## src/rtl/manch_rx_pkg.sv

```systemverilog
// Shared types for the Manchester receiver.
// Assumes pattern codes are two bits wide and alternating patterns are
// indexed by the position of the bit inside the preamble.
package manch_rx_pkg;

    typedef enum logic [1:0] {
        ST_HUNT = 2'd0,
        ST_PRE  = 2'd1,
        ST_DATA = 2'd2
    } rx_state_e;

    typedef enum logic [1:0] {
        PAT_ONES  = 2'b00,
        PAT_ZEROS = 2'b01,
        PAT_ZO    = 2'b10,
        PAT_OZ    = 2'b11
    } pat_e;

    // Expected polarity-0 bit of the preamble at an even or odd position.
    function automatic logic pat_bit(input logic [1:0] sel, input logic odd);
        logic r;
        case (pat_e'(sel))
            PAT_ONES:  r = 1'b1;
            PAT_ZEROS: r = 1'b0;
            PAT_ZO:    r = odd;
            default:   r = ~odd;
        endcase
        return r;
    endfunction

endpackage

```

## src/rtl/mrx_line_sync.sv

```systemverilog
// Brings the raw line into the clock domain and flags its transitions.
// Assumes: the line is asynchronous. The stages carry no reset, so that a
// line parked at 1 does not appear as a transition when reset is released.
module mrx_line_sync #(
    parameter int STAGES = 2
) (
    input  logic clk,
    input  logic line_in,
    output logic rise,
    output logic fall
);
    localparam int DEPTH = STAGES + 1;

    logic [DEPTH-1:0] pipe_q;

    // The first stage samples the raw line.
    always_ff @(posedge clk) begin
        pipe_q[0] <= line_in;
    end

    // The remaining stages shift; the last one holds the previous value.
    for (genvar g = 1; g < DEPTH; g++) begin : g_stage
        always_ff @(posedge clk) begin
            pipe_q[g] <= pipe_q[g-1];
        end
    end

    // Transition flags, from the last synchronised value and the one before.
    always_comb begin
        rise = pipe_q[DEPTH-2] & ~pipe_q[DEPTH-1];
        fall = ~pipe_q[DEPTH-2] & pipe_q[DEPTH-1];
    end

endmodule

```

## src/rtl/mrx_bit_timer.sv

```systemverilog
// Half-bit timing. A phase counter is 0 at the expected bit centre, and
// a window of +/-WIN clocks around it accepts one transition per bit. The
// captured bit is reported at once. A window that closes empty is a miss.
// Assumes: WIN < OSR/2, so the window never reaches a bit boundary.
module mrx_bit_timer #(
    parameter int OSR = 16,
    parameter int WIN = 4
) (
    input  logic                     clk,
    input  logic                     rst_n,
    input  logic                     hunting,
    input  logic                     drift_en,
    input  logic                     rise,
    input  logic                     fall,
    output logic [$clog2(OSR)-1:0]   ph_o,
    output logic                     bit_rdy,
    output logic                     bit_raw,
    output logic                     miss
);
    localparam int PH_W = $clog2(OSR);
    localparam logic [PH_W-1:0] PH_LAST  = PH_W'(OSR - 1);
    localparam logic [PH_W-1:0] PH_OPEN  = PH_W'(OSR - WIN);
    localparam logic [PH_W-1:0] PH_CLOSE = PH_W'(WIN);
    localparam logic [PH_W-1:0] PH_ONE   = PH_W'(1);

    logic [PH_W-1:0] ph_q, ph_inc;
    logic            got_q;
    logic            edge_any, in_win, at_close, cap;

    // Decode the window position and decide whether this clock captures a bit.
    always_comb begin
        edge_any = rise | fall;
        ph_inc   = (ph_q == PH_LAST) ? '0 : ph_q + 1'b1;
        in_win   = (ph_q >= PH_OPEN) || (ph_q <= PH_CLOSE);
        at_close = !hunting && (ph_q == PH_CLOSE);
        cap      = !hunting && edge_any && in_win && !got_q;
        bit_rdy  = (hunting && edge_any) || cap;
        bit_raw  = fall;
        miss     = at_close && !got_q && !cap;
        ph_o     = ph_q;
    end

    // Phase counter, and the flag saying this window has already taken its bit.
    always_ff @(posedge clk) begin
        if (!rst_n) begin
            ph_q  <= '0;
            got_q <= 1'b0;
        end else if (hunting) begin
            if (edge_any) begin
                ph_q  <= PH_ONE;
                got_q <= 1'b1;
            end else begin
                got_q <= 1'b0;
            end
        end else begin
            ph_q <= (cap && drift_en) ? PH_ONE : ph_inc;
            if (at_close) begin
                got_q <= cap && drift_en;
            end else if (cap) begin
                got_q <= 1'b1;
            end
        end
    end

endmodule

```

## src/rtl/mrx_preamble.sv

```systemverilog
// Counts consecutive preamble bits that match the selected pattern.
// Assumes: pre_len is nonzero whenever step is raised, and it is held
// steady while a frame is being received.
module mrx_preamble
    import manch_rx_pkg::*;
#(
    parameter int LEN_W = 4
) (
    input  logic             clk,
    input  logic             rst_n,
    input  logic             restart,
    input  logic             step,
    input  logic             raw,
    input  logic [1:0]       pat_sel,
    input  logic [LEN_W-1:0] pre_len,
    output logic             done
);
    logic [LEN_W-1:0] cnt_q;
    logic [LEN_W:0]   cnt_next;
    logic             match;

    // Compare the incoming bit with the pattern, and detect the final match.
    always_comb begin
        match    = (raw == pat_bit(pat_sel, cnt_q[0]));
        cnt_next = {1'b0, cnt_q} + (LEN_W+1)'(1);
        done     = step && match && (cnt_next == {1'b0, pre_len});
    end

    // Match counter: cleared on a miss, a mismatch or completion.
    always_ff @(posedge clk) begin
        if (!rst_n || restart) begin
            cnt_q <= '0;
        end else if (step) begin
            cnt_q <= (match && !done) ? cnt_next[LEN_W-1:0] : '0;
        end
    end

endmodule

```

## src/rtl/mrx_deser.sv

```systemverilog
// Packs data bits into words, least significant bit first, and strobes
// each completed word for one clock.
// Assumes: the bit counter is zero whenever the data phase begins.
module mrx_deser #(
    parameter int DATA_W = 8
) (
    input  logic              clk,
    input  logic              rst_n,
    input  logic              restart,
    input  logic              step,
    input  logic              din,
    output logic [DATA_W-1:0] data_o,
    output logic              valid_o
);
    localparam int CNT_W = $clog2(DATA_W);
    localparam logic [CNT_W-1:0] CNT_LAST = CNT_W'(DATA_W - 1);

    logic [DATA_W-1:0] shift_q;
    logic [DATA_W-1:0] shift_nx;
    logic [CNT_W-1:0]  cnt_q;

    // Next value of the shift register, with the new bit entering at the top.
    always_comb begin
        shift_nx = {din, shift_q[DATA_W-1:1]};
    end

    // Shift register and bit counter.
    always_ff @(posedge clk) begin
        if (!rst_n || restart) begin
            shift_q <= '0;
            cnt_q   <= '0;
        end else if (step) begin
            shift_q <= shift_nx;
            cnt_q   <= (cnt_q == CNT_LAST) ? '0 : cnt_q + 1'b1;
        end
    end

    // Output register and its one-clock strobe.
    always_ff @(posedge clk) begin
        if (!rst_n) begin
            data_o  <= '0;
            valid_o <= 1'b0;
        end else begin
            valid_o <= step && !restart && (cnt_q == CNT_LAST);
            if (step && !restart && (cnt_q == CNT_LAST)) begin
                data_o <= shift_nx;
            end
        end
    end

endmodule

```

## src/rtl/manch_rx.sv

```systemverilog
// Manchester receiver top level. Sequence: wait for a lock transition,
// match the preamble, then decode data until a bit window is missed.
// Assumes: the configuration inputs are static during a frame, and the
// clock is OSR times the bit rate.
module manch_rx
    import manch_rx_pkg::*;
#(
    parameter int OSR         = 16,
    parameter int WIN         = 4,
    parameter int DATA_W      = 8,
    parameter int LEN_W       = 4,
    parameter int SYNC_STAGES = 2
) (
    input  logic              clk,
    input  logic              rst_n,
    input  logic              line_in,
    input  logic              rx_pol,
    input  logic [1:0]        pat_sel,
    input  logic [LEN_W-1:0]  pre_len,
    input  logic              drift_en,
    output logic [DATA_W-1:0] data_out,
    output logic              data_valid,
    output logic              code_err
);
    localparam int PH_W = $clog2(OSR);

    rx_state_e       state_q, state_eff, state_nx;
    logic            rise, fall;
    logic            hunting, in_data;
    logic [PH_W-1:0] ph_cnt;
    logic            bit_rdy, bit_raw, miss;
    logic            pre_step, data_step, pre_done;
    logic            err_q;

    mrx_line_sync #(.STAGES(SYNC_STAGES)) u_sync (
        .clk     (clk),
        .line_in (line_in),
        .rise    (rise),
        .fall    (fall)
    );

    mrx_bit_timer #(.OSR(OSR), .WIN(WIN)) u_timer (
        .clk      (clk),
        .rst_n    (rst_n),
        .hunting  (hunting),
        .drift_en (drift_en),
        .rise     (rise),
        .fall     (fall),
        .ph_o     (ph_cnt),
        .bit_rdy  (bit_rdy),
        .bit_raw  (bit_raw),
        .miss     (miss)
    );

    // Route each bit by state. The lock bit already belongs to the next phase.
    always_comb begin
        hunting   = (state_q == ST_HUNT);
        in_data   = (state_q == ST_DATA);
        state_eff = state_q;
        if (hunting) begin
            state_eff = (pre_len == '0) ? ST_DATA : ST_PRE;
        end
        pre_step  = bit_rdy && (state_eff == ST_PRE);
        data_step = bit_rdy && (state_eff == ST_DATA);
    end

    mrx_preamble #(.LEN_W(LEN_W)) u_pre (
        .clk     (clk),
        .rst_n   (rst_n),
        .restart (miss),
        .step    (pre_step),
        .raw     (bit_raw),
        .pat_sel (pat_sel),
        .pre_len (pre_len),
        .done    (pre_done)
    );

    mrx_deser #(.DATA_W(DATA_W)) u_deser (
        .clk     (clk),
        .rst_n   (rst_n),
        .restart (miss),
        .step    (data_step),
        .din     (bit_raw ^ rx_pol),
        .data_o  (data_out),
        .valid_o (data_valid)
    );

    // Next-state decision for the receive sequence.
    always_comb begin
        state_nx = state_q;
        if (miss) begin
            state_nx = ST_HUNT;
        end else if (bit_rdy) begin
            if (state_eff == ST_PRE) begin
                state_nx = pre_done ? ST_DATA : ST_PRE;
            end else begin
                state_nx = ST_DATA;
            end
        end
    end

    // State register and the registered error strobe.
    always_ff @(posedge clk) begin
        if (!rst_n) begin
            state_q <= ST_HUNT;
            err_q   <= 1'b0;
        end else begin
            state_q <= state_nx;
            err_q   <= miss;
        end
    end

    assign code_err = err_q;

endmodule

```

## config.mk

```make
export PLATFORM = sky130hd
export DESIGN_NAME = manch_rx
export DESIGN_NICKNAME = d
export VERILOG_FILES = /design/src/rtl/manch_rx_pkg.sv /design/src/rtl/mrx_line_sync.sv /design/src/rtl/mrx_bit_timer.sv /design/src/rtl/mrx_preamble.sv /design/src/rtl/mrx_deser.sv /design/src/rtl/manch_rx.sv
export SDC_FILE = /design/constraint.sdc
export NUM_CORES = 1
export LEC_CHECK = 0
export ABC_CLOCK_PERIOD_IN_PS = 4200
export BUFFER_PORTS_ARGS = -buffer_cell sky130_fd_sc_hd__clkbuf_2
export CAP_MARGIN = 20
export CORE_UTILIZATION = 45
export CTS_BUF_LIST = sky130_fd_sc_hd__clkbuf_8 sky130_fd_sc_hd__clkbuf_16
export DETAILED_ROUTE_END_ITERATION = 16
export SLEW_MARGIN = 0
export SYNTH_ARGS = -nofsm -noshare
export SYNTH_HDL_FRONTEND = slang
export SYNTH_SLANG_ARGS = --single-unit
```

## constraint.sdc

```tcl
create_clock -name clk -period 4.2 [get_ports clk]
set_input_delay 0 -clock clk [delete_from_list [all_inputs] [get_ports clk]]
set_output_delay 0 -clock clk [all_outputs]
set_load 0.05 [all_outputs]
```

==> results.py, run 1 <==
metrics = {
    "status": {
        "status": "complete, no violations",
    },
    "final_layout": {
        "area_delta_synth_final_pct": 17.77,
        "final_layout_size_suffix_gt1_share_pct": 18.00,
        "diodes": 0,
        "nets": 216,
        "final_area_um2": 1849,
    },
    "power_and_ir_drop": {
        "power_density_nw_per_um2": 450.9,
        "seqPwrFrac_pct": 42.6,
        "p_comb_share_pct": 14.4,
        "p_clk_share_pct": 43.0,
        "vdd_ir_drop_max_mv": 0.2938,
        "p_switching_uw": 209.8,
        "finalPower_uw": 833.8,
        "p_sw_share_pct": 25.16,
        "leakagePower_uw": 0.0007190,
        "intPower_uw": 624.0,
    },
    "cts": {
        "cts_hold_buf": 1,
        "post_cts_buffers": 0,
        "numCtsBuffers": 5,
        "clk_path_buf_depth": 2,
        "clk_pin_slew_ns": 0.07,
        "htreeDepth": 2,
        "root_buffer": "clkbuf_8",
        "cts_sinks": 34,
        "clkLatencyLatePin_ns": 0.29,
        "cts_tree": "yes",
        "cts_resized": 0,
    },
    "yosys": {
        "ys_seq_area_share_pct": 43.35,
        "syn_inst": 174,
        "yosys_warnings": 0,
        "synthesis.area_um2": 1570,
        "synth_nets": 191,
        "syn_avg_cell_area_um2": 9.024,
        "synth_cell_types": 40,
        "ys_ff_latch": 34,
        "synthArstFlopShare_pct": 0,
        "synth_edf_count": 0,
        "synth_flop_cell": "dfxtp_1",
    },
    "worst_setup_path": {
        "crit_slowest_cell": "or3b_2",
        "cp_cell_sequence": "inv_1 > ha_1 > or3b_2 > and3_1 > a21oi_1 > a21oi_1 > a311oi_1",
        "crit_fanout": 5,
        "cp_slowest_stage_delay_ns": 0.48,
        "end_kind": "flop",
        "start_kind": "flop",
        "critPathRequiredTime_ns": 4.40,
        "crit_top_cell": "a21oi_1",
        "cp_data_arrival_time_ns": 2.37,
        "crit_type": "flop to flop",
    },
    "die": {
        "design.core.area_um2": 3337,
        "rows": 21,
        "die_area_um2": 3730,
        "die_w_um": 61.07,
        "die_y_um": 61.07,
        "start_util_pct": 47.06,
        "io_pins": 21,
    },
    "sta": {
        "slew_headroom_pct": 62.03,
        "worst_pin_slew_ns": 0.5677,
        "tns_ns": 0,
        "fin_crit_ns": 2.173,
        "max_freq_mhz": 460.2,
        "slew_violations": 0,
        "period_share_pct": 51.74,
        "hold_violations": 0,
        "setup-violations-final": 0,
        "fin_worst_skew_ns": 0.007511,
        "rsz0062_at_grt": "false",
    },
    "drt": {
        "ant_nets": 0,
        "routed_wirelength_um": 2887,
        "firstDrtPassIters": 4,
        "drt_first_iter_violations": 46,
        "remaining_drc_errors": 0,
        "wire_per_inst_um": 11.74,
        "num_vias": 1267,
        "via_per_inst": 5.150,
    },
    "hold_path": {
        "hold_path_class": "input pin to flop",
    },
    "placement": {
        "gp_congestion": 0.8446,
        "port_buffers": 20,
        "hpwlAfterDp_um": 2155,
        "placed_area_um2": 1694,
    },
    "global_routing": {
        "grt_pass1_wl_um": 4671,
        "grt.total_usage_pct": 17.27,
        "antenna_found_initial": 0,
        "grt_max_degree": 21,
        "grt_pass1_vias": 1122,
        "grt_overflow_total": 0,
    },
    "flow_run": {
        "maxCapViolCount": 0,
    },
}
-- power by group through the flow --
stage | registers (uW) | clock network (uW) | logic (uW)
finish | 355 | 358 | 120
global route | 357 | 380 | 136
CTS | 355 | 366 | 120
detailed placement | 362 | 0 | 119
global placement | 361 | 0 | 114
floorplan | 358 | 0 | 93.6
-- stage by stage --
stage	util [%]	hold WS (ns)	setup slack, ns	std cells
after floorplan	-	0.02772	2.277	174
after global placement	50.77	0.1046	1.708	236
after detailed placement	50.77	0.1052	1.644	236
after CTS	55.19	0.06210	1.624	245
after global routing	55.42	0.09974	1.857	246
final	55.42	0.06871	2.027	246
-- flip-flops by register name (all words and copies together), names as in the netlist, 2 cells and up --
register         cells
state_q              2
u_deser.cnt_q        3
u_deser.data_o       8
u_deser.shift_q      7
u_pre.cnt_q          4
u_sync.pipe_q        3
u_timer.ph_o         4
-- cells by family (layout without fill, tap and decap cells) --
logic type | count (synthesis) | in the layout | share of synthesized area (%)
fa+ha+maj | 6 | 6 | 4.781
flops | 34 | 34 | 43.35
mux | 10 | 10 | 6.375
simple gates | 73 | 73 | 23.99
xor+xnor | 8 | 8 | 4.462
compound gates | 32 | 32 | 12.99
buf+inv | 11 | 37 | 4.063
-- layer usage --
metal	global-route usage [%]	vias to the layer above	part of all wire, %
li1	-	663	-
met1	21.05	579	46
met2	28.73	20	50
met3	3.782	5	2.6
met4	8.766	0	1.3
met5	0	-	0
-- synthesized netlist by cell type, drive strengths merged (2+ instances only) --
library cell | instances | share of area, %
dfxtp | 34 | 43
nor2 | 18 | 4.3
nand2 | 17 | 4.1
nand3 | 14 | 4.5
o21ai | 12 | 3.8
mux2i | 10 | 6.4
a21oi | 8 | 2.5
ha | 6 | 4.8
inv | 6 | 1.4
a31oi | 4 | 1.6
nand3b | 4 | 1.9
xnor2 | 4 | 2.2
xor2 | 4 | 2.2
and2 | 3 | 1.3
buf | 3 | 1.5
nand2b | 3 | 1.2
a32oi | 2 | 1.1
clkbuf | 2 | 1.1
nand4 | 2 | 0.80
nor2b | 2 | 0.80
or3 | 2 | 1.1
-- cell type report --
type	instances	area, um2
Tap cell	46	57.56
Multi-Input combinational cell	129	825.8
Inverter	6	22.52
Sequential cell	34	680.7
Clock inverter	3	68.82
Clock buffer	5	68.82
Fill cell	330	1488
Timing Repair Buffer	23	125.1
-- worst paths after layout --
check | start | to | slack, ns | depth (start not counted)
worst max-delay path | u_timer.ph_o[0] | u_timer.ph_o[2] | 2.03 | 7
worst max register to register | u_timer.ph_o[0] | u_timer.ph_o[2] | 2.03 | 7
worst min register to register | u_sync.pipe_q[0] | u_sync.pipe_q[1] | 0.33 | 0
worst min-delay path | rx_pol | u_deser.data_o[7] | 0.07 | 4
-- cells in the final DEF, fill, tap and decap left out, types with 3 or more instances in the layout --
master    netlist  routed
a21oi_1         8       8
a31oi_1         4       4
clkbuf_2        0      20
clkbuf_8        1       5
dfxtp_1        34      34
ha_1            6       6
inv_1           6       6
mux2i_1        10      10
nand2_1        17      17
nand2b_1        3       3
nand3_1        14      14
nand3b_1        4       4
nor2_1         18      18
o21ai_0        12      12
xnor2_1         4       4
xor2_1          4       4
-- worst max-delay path, delay by kind of cell (launching register included) --
kind                     cells  cell delay (ns)
AO/OA/AOI/OAI                3             0.72
adder cells (fa/ha/maj)      1             0.22
buffers and inverters        1             0.07
flip-flops                   1             0.37
AND/OR/NAND/NOR              2             0.69
Note: power is estimated with default switching activity, not from simulation.
==> inputs of run 2 (changes only) <==
--- a/config.mk
+++ b/config.mk
@@ -5,12 +5,13 @@
 export SDC_FILE = /design/constraint.sdc
 export NUM_CORES = 1
 export LEC_CHECK = 0
-export ABC_CLOCK_PERIOD_IN_PS = 4200
+export ABC_CLOCK_PERIOD_IN_PS = 1840
 export BUFFER_PORTS_ARGS = -buffer_cell sky130_fd_sc_hd__clkbuf_2
 export CAP_MARGIN = 20
 export CORE_UTILIZATION = 45
 export CTS_BUF_LIST = sky130_fd_sc_hd__clkbuf_8 sky130_fd_sc_hd__clkbuf_16
 export DETAILED_ROUTE_END_ITERATION = 16
+export PLACE_DENSITY = 0.67
 export SLEW_MARGIN = 0
 export SYNTH_ARGS = -nofsm -noshare
 export SYNTH_HDL_FRONTEND = slang
==> constraint.sdc (replaced) <==
create_clock -name clk -period 1.84 [get_ports clk]
set_input_delay 0 -clock clk [delete_from_list [all_inputs] [get_ports clk]]
set_output_delay 0 -clock clk [all_outputs]
set_load 0.05 [all_outputs]
==> results.py, run 2 (synthesis results as in run 1) <==
metrics = {
    "status": {
        "status": "complete, no violations",
    },
    "sta": {
        "worst_pin_slew_ns": 0.5196,
        "tns_ns": 0,
        "slew_violations": 0,
        "fin_crit_ns": 1.760,
        "setup-violations-final": 0,
        "fin_worst_skew_ns": 0.006849,
        "slew_headroom_pct": 65.23,
        "max_freq_mhz": 568.2,
        "period_share_pct": 95.64,
        "hold_violations": 0,
    },
    "die": {
        "rows": 21,
        "start_util_pct": 47.06,
        "design.core.area_um2": 3337,
        "die_w_um": 61.07,
        "die_y_um": 61.07,
        "io_pins": 21,
        "die_area_um2": 3730,
    },
    "worst_setup_path": {
        "cp_data_arrival_time_ns": 1.96,
        "end_kind": "flop",
        "start_kind": "flop",
        "critPathRequiredTime_ns": 2.04,
        "r2r_cells": 7,
        "crit_start": "u_timer.ph_o[0]",
        "r2r_slack_ns": 0.08,
        "crit_fanout": 3,
        "r2r_start": "u_timer.ph_o[0]",
        "worstReg2RegEnd": "u_timer.ph_o[2]",
        "crit_type": "flop to flop",
    },
    "final_layout": {
        "mostFrequentLayoutCells": "33 x dfxtp_1, 20 x clkbuf_2, 17 x nand2_1, 17 x nor2_1, 14 x nand3_1",
        "nets": 227,
        "area_delta_synth_final_pct": 25.26,
        "diodes": 0,
        "final_layout_size_suffix_gt1_share_pct": 25.59,
        "final_common_cell": "dfxtp_1",
        "largest_reg_flops": 8,
        "top_register": "u_deser.data_o",
        "reg_top3": "u_deser.data_o (8), u_deser.shift_q (7)",
        "final_util_pct": 58.94,
    },
    "drt": {
        "drt_first_iter_violations": 53,
        "routed.top_layer": "met4",
        "num_vias": 1338,
        "ant_nets": 0,
        "wire_per_inst_um": 12.72,
        "via_per_inst": 5.206,
        "remaining_drc_errors": 0,
        "wl_met3_um": 124,
        "wl_met2_um": 1656,
        "firstDrtPassIters": 4,
        "wl_met1_um": 1450,
        "routed_wirelength_um": 3270,
    },
    "power_and_ir_drop": {
        "power_density_nw_per_um2": 892.5,
        "vdd_ir_drop_max_mv": 0.6570,
        "leakagePower_uw": 0.0007632,
        "finalPower_uw": 1756,
    },
    "global_routing": {
        "grt_max_degree": 21,
        "grt_pass1_vias": 1220,
        "grt.total_usage_pct": 19.21,
        "antenna_found_initial": 0,
        "grt_overflow_total": 0,
        "grt_pass1_wl_um": 5071,
    },
    "cts": {
        "cts_sinks": 34,
        "root_buffer": "clkbuf_8",
        "cts_tree": "yes",
        "htreeDepth": 2,
        "clkLatencyLatePin_ns": 0.29,
        "numCtsBuffers": 5,
        "clk_pin_slew_ns": 0.07,
        "clk_path_buf_depth": 2,
    },
    "flow_run": {
        "maxCapViolCount": 0,
    },
    "placement": {
        "gp_congestion": 0.8209,
        "hpwlAfterDp_um": 2274,
        "port_buffers": 20,
    },
    "hold_path": {
        "hold_start": "rx_pol",
        "hold_path_class": "input pin to flop",
        "holdPathEnd": "u_deser.data_o[7]",
        "whs_path_depth": 4,
    },
}
==> run 2: changes by cell type in the layout (fill, tap and decap cells not counted), sizes merged <==
cell	before	now
bufinv	2	0
buf	2	13
clkinvlp	0	1
clkbuf	25	26
==> run 2: per-layer routing <==
| layer | track usage (%) | vias to the layer above |
|---|---|---|
| met3 | 5.672 | 6 |
| met5 | 0 | - |
| met2 | 32.92 | 15 |
| li1 | - | 690 |
| met1 | 21.42 | 627 |
| met4 | 10.39 | 0 |
==> run 2: worst max path at each step <==
stage | endpoint | cells after the start
floorplan | u_timer.ph_o[2] | 7
global placement | u_timer.ph_o[2] | 7
detailed placement | u_deser.shift_q[2] | 8
CTS | u_deser.cnt_q[1] | 8
global route | u_timer.ph_o[2] | 7
finish | u_timer.ph_o[2] | 7
==> run 2: area by class of cell <==
type | count | area [um2]
Multi-Input combinational cell | 129 | 882.1
Clock buffer | 6 | 82.58
Inverter | 6 | 22.52
Sequential cell | 34 | 681.9
Clock inverter | 2 | 12.51
Timing Repair Buffer | 34 | 227.7
Tap cell | 46 | 57.56
Fill cell | 315 | 1370
==> run 2: timing repair <==
item                                   CTS  global route
pin swaps                                3             6
setup endpoints to repair               12            11
buffers inserted                         0             1
resized for setup                       10             3
endpoints found under the hold margin    1             0
hold buffers                             1             0
cloned                                   1             0
==> run 2: worst max-delay path, stage by stage, from the launching register on <==
cell and delay [ns]:
dfxtp_1 0.33, inv_1 0.06, ha_1 0.21, or3b_4 0.39, and3_4 0.20, a21oi_4 0.14, nand2b_1 0.09, a311oi_2 0.26
==> run 2: metrics by stage <==
stage	area (um2)	std cells	setup slack, ns	hold WS [ns]
2_1_floorplan	1574	174	0.01029	0.02772
4_1_cts	1948	256	0.06517	0.09327
3_5_place_dp	1785	246	-0.04062	0.1080
6_report	1967	257	0.08017	0.09305
3_3_place_gp	1785	246	-0.02245	0.1041
5_1_grt	1967	257	-0.01242	0.1240
==> run 2: report_power, final <==
group          internal (uW)  switching [uW]  leakage [uW]  total (uW)
sequential               772            36.6      0.000276         808
clock                    300             269     0.0000472         569
combinational            175             203      0.000440         378
total                   1250             508      0.000763        1760
==> inputs of run 3 (changes only) <==
--- a/config.mk
+++ b/config.mk
@@ -8,10 +8,11 @@
 export ABC_CLOCK_PERIOD_IN_PS = 1840
 export BUFFER_PORTS_ARGS = -buffer_cell sky130_fd_sc_hd__clkbuf_2
 export CAP_MARGIN = 20
-export CORE_UTILIZATION = 45
+export CORE_UTILIZATION = 50
 export CTS_BUF_LIST = sky130_fd_sc_hd__clkbuf_8 sky130_fd_sc_hd__clkbuf_16
 export DETAILED_ROUTE_END_ITERATION = 16
-export PLACE_DENSITY = 0.67
+export PLACE_DENSITY = 0.73
+export SETUP_SLACK_MARGIN = 0.02
 export SLEW_MARGIN = 0
 export SYNTH_ARGS = -nofsm -noshare
 export SYNTH_HDL_FRONTEND = slang
==> results.py, run 3 (synthesis results as in run 1) <==
metrics = {
    "sta": {
        "fin_worst_skew_ns": 0.01334,
        "hold_violations": 0,
        "rsz0062_at_grt": "true",
        "max_freq_mhz": 557.8,
        "period_share_pct": 97.44,
        "setup-violations-final": 0,
        "fin_crit_ns": 1.793,
        "slew_headroom_pct": 63.52,
        "whs_ns": 0.05773,
        "slew_violations": 0,
        "worst_pin_slew_ns": 0.5451,
    },
    "worst_setup_path": {
        "critPathRequiredTime_ns": 2.04,
        "endpoint": "u_deser.valid_o",
        "path_depth": 9,
        "cp_slowest_stage_delay_ns": 0.41,
        "cp_data_arrival_time_ns": 1.99,
        "r2r_start": "u_timer.ph_o[1]",
        "worstReg2RegEnd": "u_deser.valid_o",
        "crit_fanout": 8,
        "crit_family": "simple AND/OR/NAND/NOR gates",
        "crit_slowest_cell": "or3b_4",
        "critPathBufInv": 4,
        "end_kind": "flop",
        "crit_type": "flop to flop",
        "crit_start": "u_timer.ph_o[1]",
        "r2r_cells": 9,
        "r2r_slack_ns": 0.05,
        "cp_cell_sequence": "inv_2 > ha_4 > or3b_4 > nand4_1 > buf_4 > a211oi_4 > buf_6 > clkbuf_16 > and2_4",
        "start_kind": "flop",
    },
    "die": {
        "io_pins": 21,
        "die_y_um": 58.04,
        "die_area_um2": 3369,
        "die_w_um": 58.04,
        "start_util_pct": 54.59,
        "design.core.area_um2": 2877,
        "rows": 19,
    },
    "cts": {
        "cts_sinks": 34,
        "clk_path_buf_depth": 2,
        "root_buffer": "clkbuf_8",
        "clk_pin_slew_ns": 0.07,
        "cts_tree": "yes",
        "clkLatencyLatePin_ns": 0.30,
        "htreeDepth": 2,
        "numCtsBuffers": 5,
    },
    "global_routing": {
        "grt.total_usage_pct": 21.43,
        "grt_overflow_total": 0,
        "antenna_found_initial": 0,
        "grt_max_degree": 21,
        "grt_pass1_wl_um": 5471,
        "grt_pass1_vias": 1358,
    },
    "final_layout": {
        "mostFrequentLayoutCells": "31 x dfxtp_1, 20 x clkbuf_2, 17 x nand2_1",
        "final_layout_size_suffix_gt1_share_pct": 35.62,
        "final_util_pct": 73.77,
        "fillers": 218,
        "final_area_um2": 2122,
        "top_register": "u_deser.data_o",
        "stdcell_count": 261,
        "diodes": 0,
        "area_delta_synth_final_pct": 35.14,
        "largest_reg_flops": 8,
        "nets": 235,
        "reg_top3": "u_deser.data_o (8), u_deser.shift_q (7)",
        "final_common_cell": "dfxtp_1",
    },
    "power_and_ir_drop": {
        "power_density_nw_per_um2": 857.6,
        "vdd_ir_drop_max_mv": 0.8409,
        "finalPower_uw": 1820,
        "leakagePower_uw": 0.0008160,
    },
    "hold_path": {
        "hold_path_class": "input pin to flop",
    },
    "drt": {
        "remaining_drc_errors": 0,
        "drt_first_iter_violations": 38,
        "via_per_inst": 5.349,
        "num_vias": 1396,
        "firstDrtPassIters": 4,
        "wire_per_inst_um": 13.50,
        "ant_nets": 0,
        "routed_wirelength_um": 3524,
    },
    "flow_run": {
        "maxCapViolCount": 0,
    },
    "placement": {
        "placed_area_um2": 1793,
        "hpwlAfterDp_um": 2275,
        "placedCellCount": 243,
        "port_buffers": 20,
        "gp_congestion": 0.8378,
    },
    "status": {
        "status": "complete, no violations",
    },
}
-- run 3: layout make-up --
class	count	area, um2	share of cell area (%)
clock buffers	6	82.58	3.892
inverters	6	22.52	1.061
flip-flops and latches	34	684.4	32.25
repair buffers	42	322.8	15.21
multi-input cells	129	944.7	44.52
clock inverters	2	12.51	0.5896
well taps	42	52.55	2.476
-- run 3: stage by stage --
| stage | worst slack, ns | setup TNS [ns] |
|---|---|---|
| after floorplan | 0.02191 | 0 |
| after global placement | 0.03288 | 0 |
| after detailed placement | -0.01408 | -0.07581 |
| after CTS | -0.02607 | -0.1149 |
| after global routing | -0.01617 | -0.05122 |
| final | 0.04713 | 0 |
-- run 3: worst min-delay path by stage --
| stage | startpoint | depth (start not counted) | to | slack, ns |
|---|---|---|---|---|
| floorplan | line_in | 0 | u_sync.pipe_q[0] | 0.03 |
| global placement | line_in | 1 | u_sync.pipe_q[0] | 0.10 |
| detailed placement | line_in | 1 | u_sync.pipe_q[0] | 0.10 |
| CTS | rx_pol | 4 | u_deser.data_o[7] | 0.09 |
| global route | rx_pol | 4 | u_deser.data_o[7] | 0.07 |
| finish | rx_pol | 4 | u_deser.data_o[7] | 0.06 |
-- run 3: power by group --
part	switching (uW)	internal, uW	total (uW)
combinational	218	207	425
sequential	41.3	773	814
clock	280	301	580
-- run 3: per-layer routing --
metal  part of all wire, %  vias up  GRT usage [%]  wire, um
met1                    44      653          23.92      1534
met5                     0        -              0         0
met2                    51       31          36.29      1781
li1                      -      706              -         -
met3                   4.7        6          7.589       166
met4                   1.2        0          10.20        43
-- run 3: what timing repair did --
action                                 in CTS  in global routing
pin swaps                                   2                  6
resized for setup                           5                 33
endpoints found under the hold margin       1                  0
hold buffers                                1                  0
buffers inserted                            1                  6
setup endpoints to repair                  14                 28
gates cloned                                0                  2
-- run 3: worst register-to-register path, stage by stage, from the launching register on --
cell and delay [ns]:
dfxtp_2 0.34, inv_2 0.05, ha_4 0.15, or3b_4 0.41, nand4_1 0.13, buf_4 0.13, a211oi_4 0.05, buf_6 0.14
clkbuf_16 0.15, and2_4 0.14
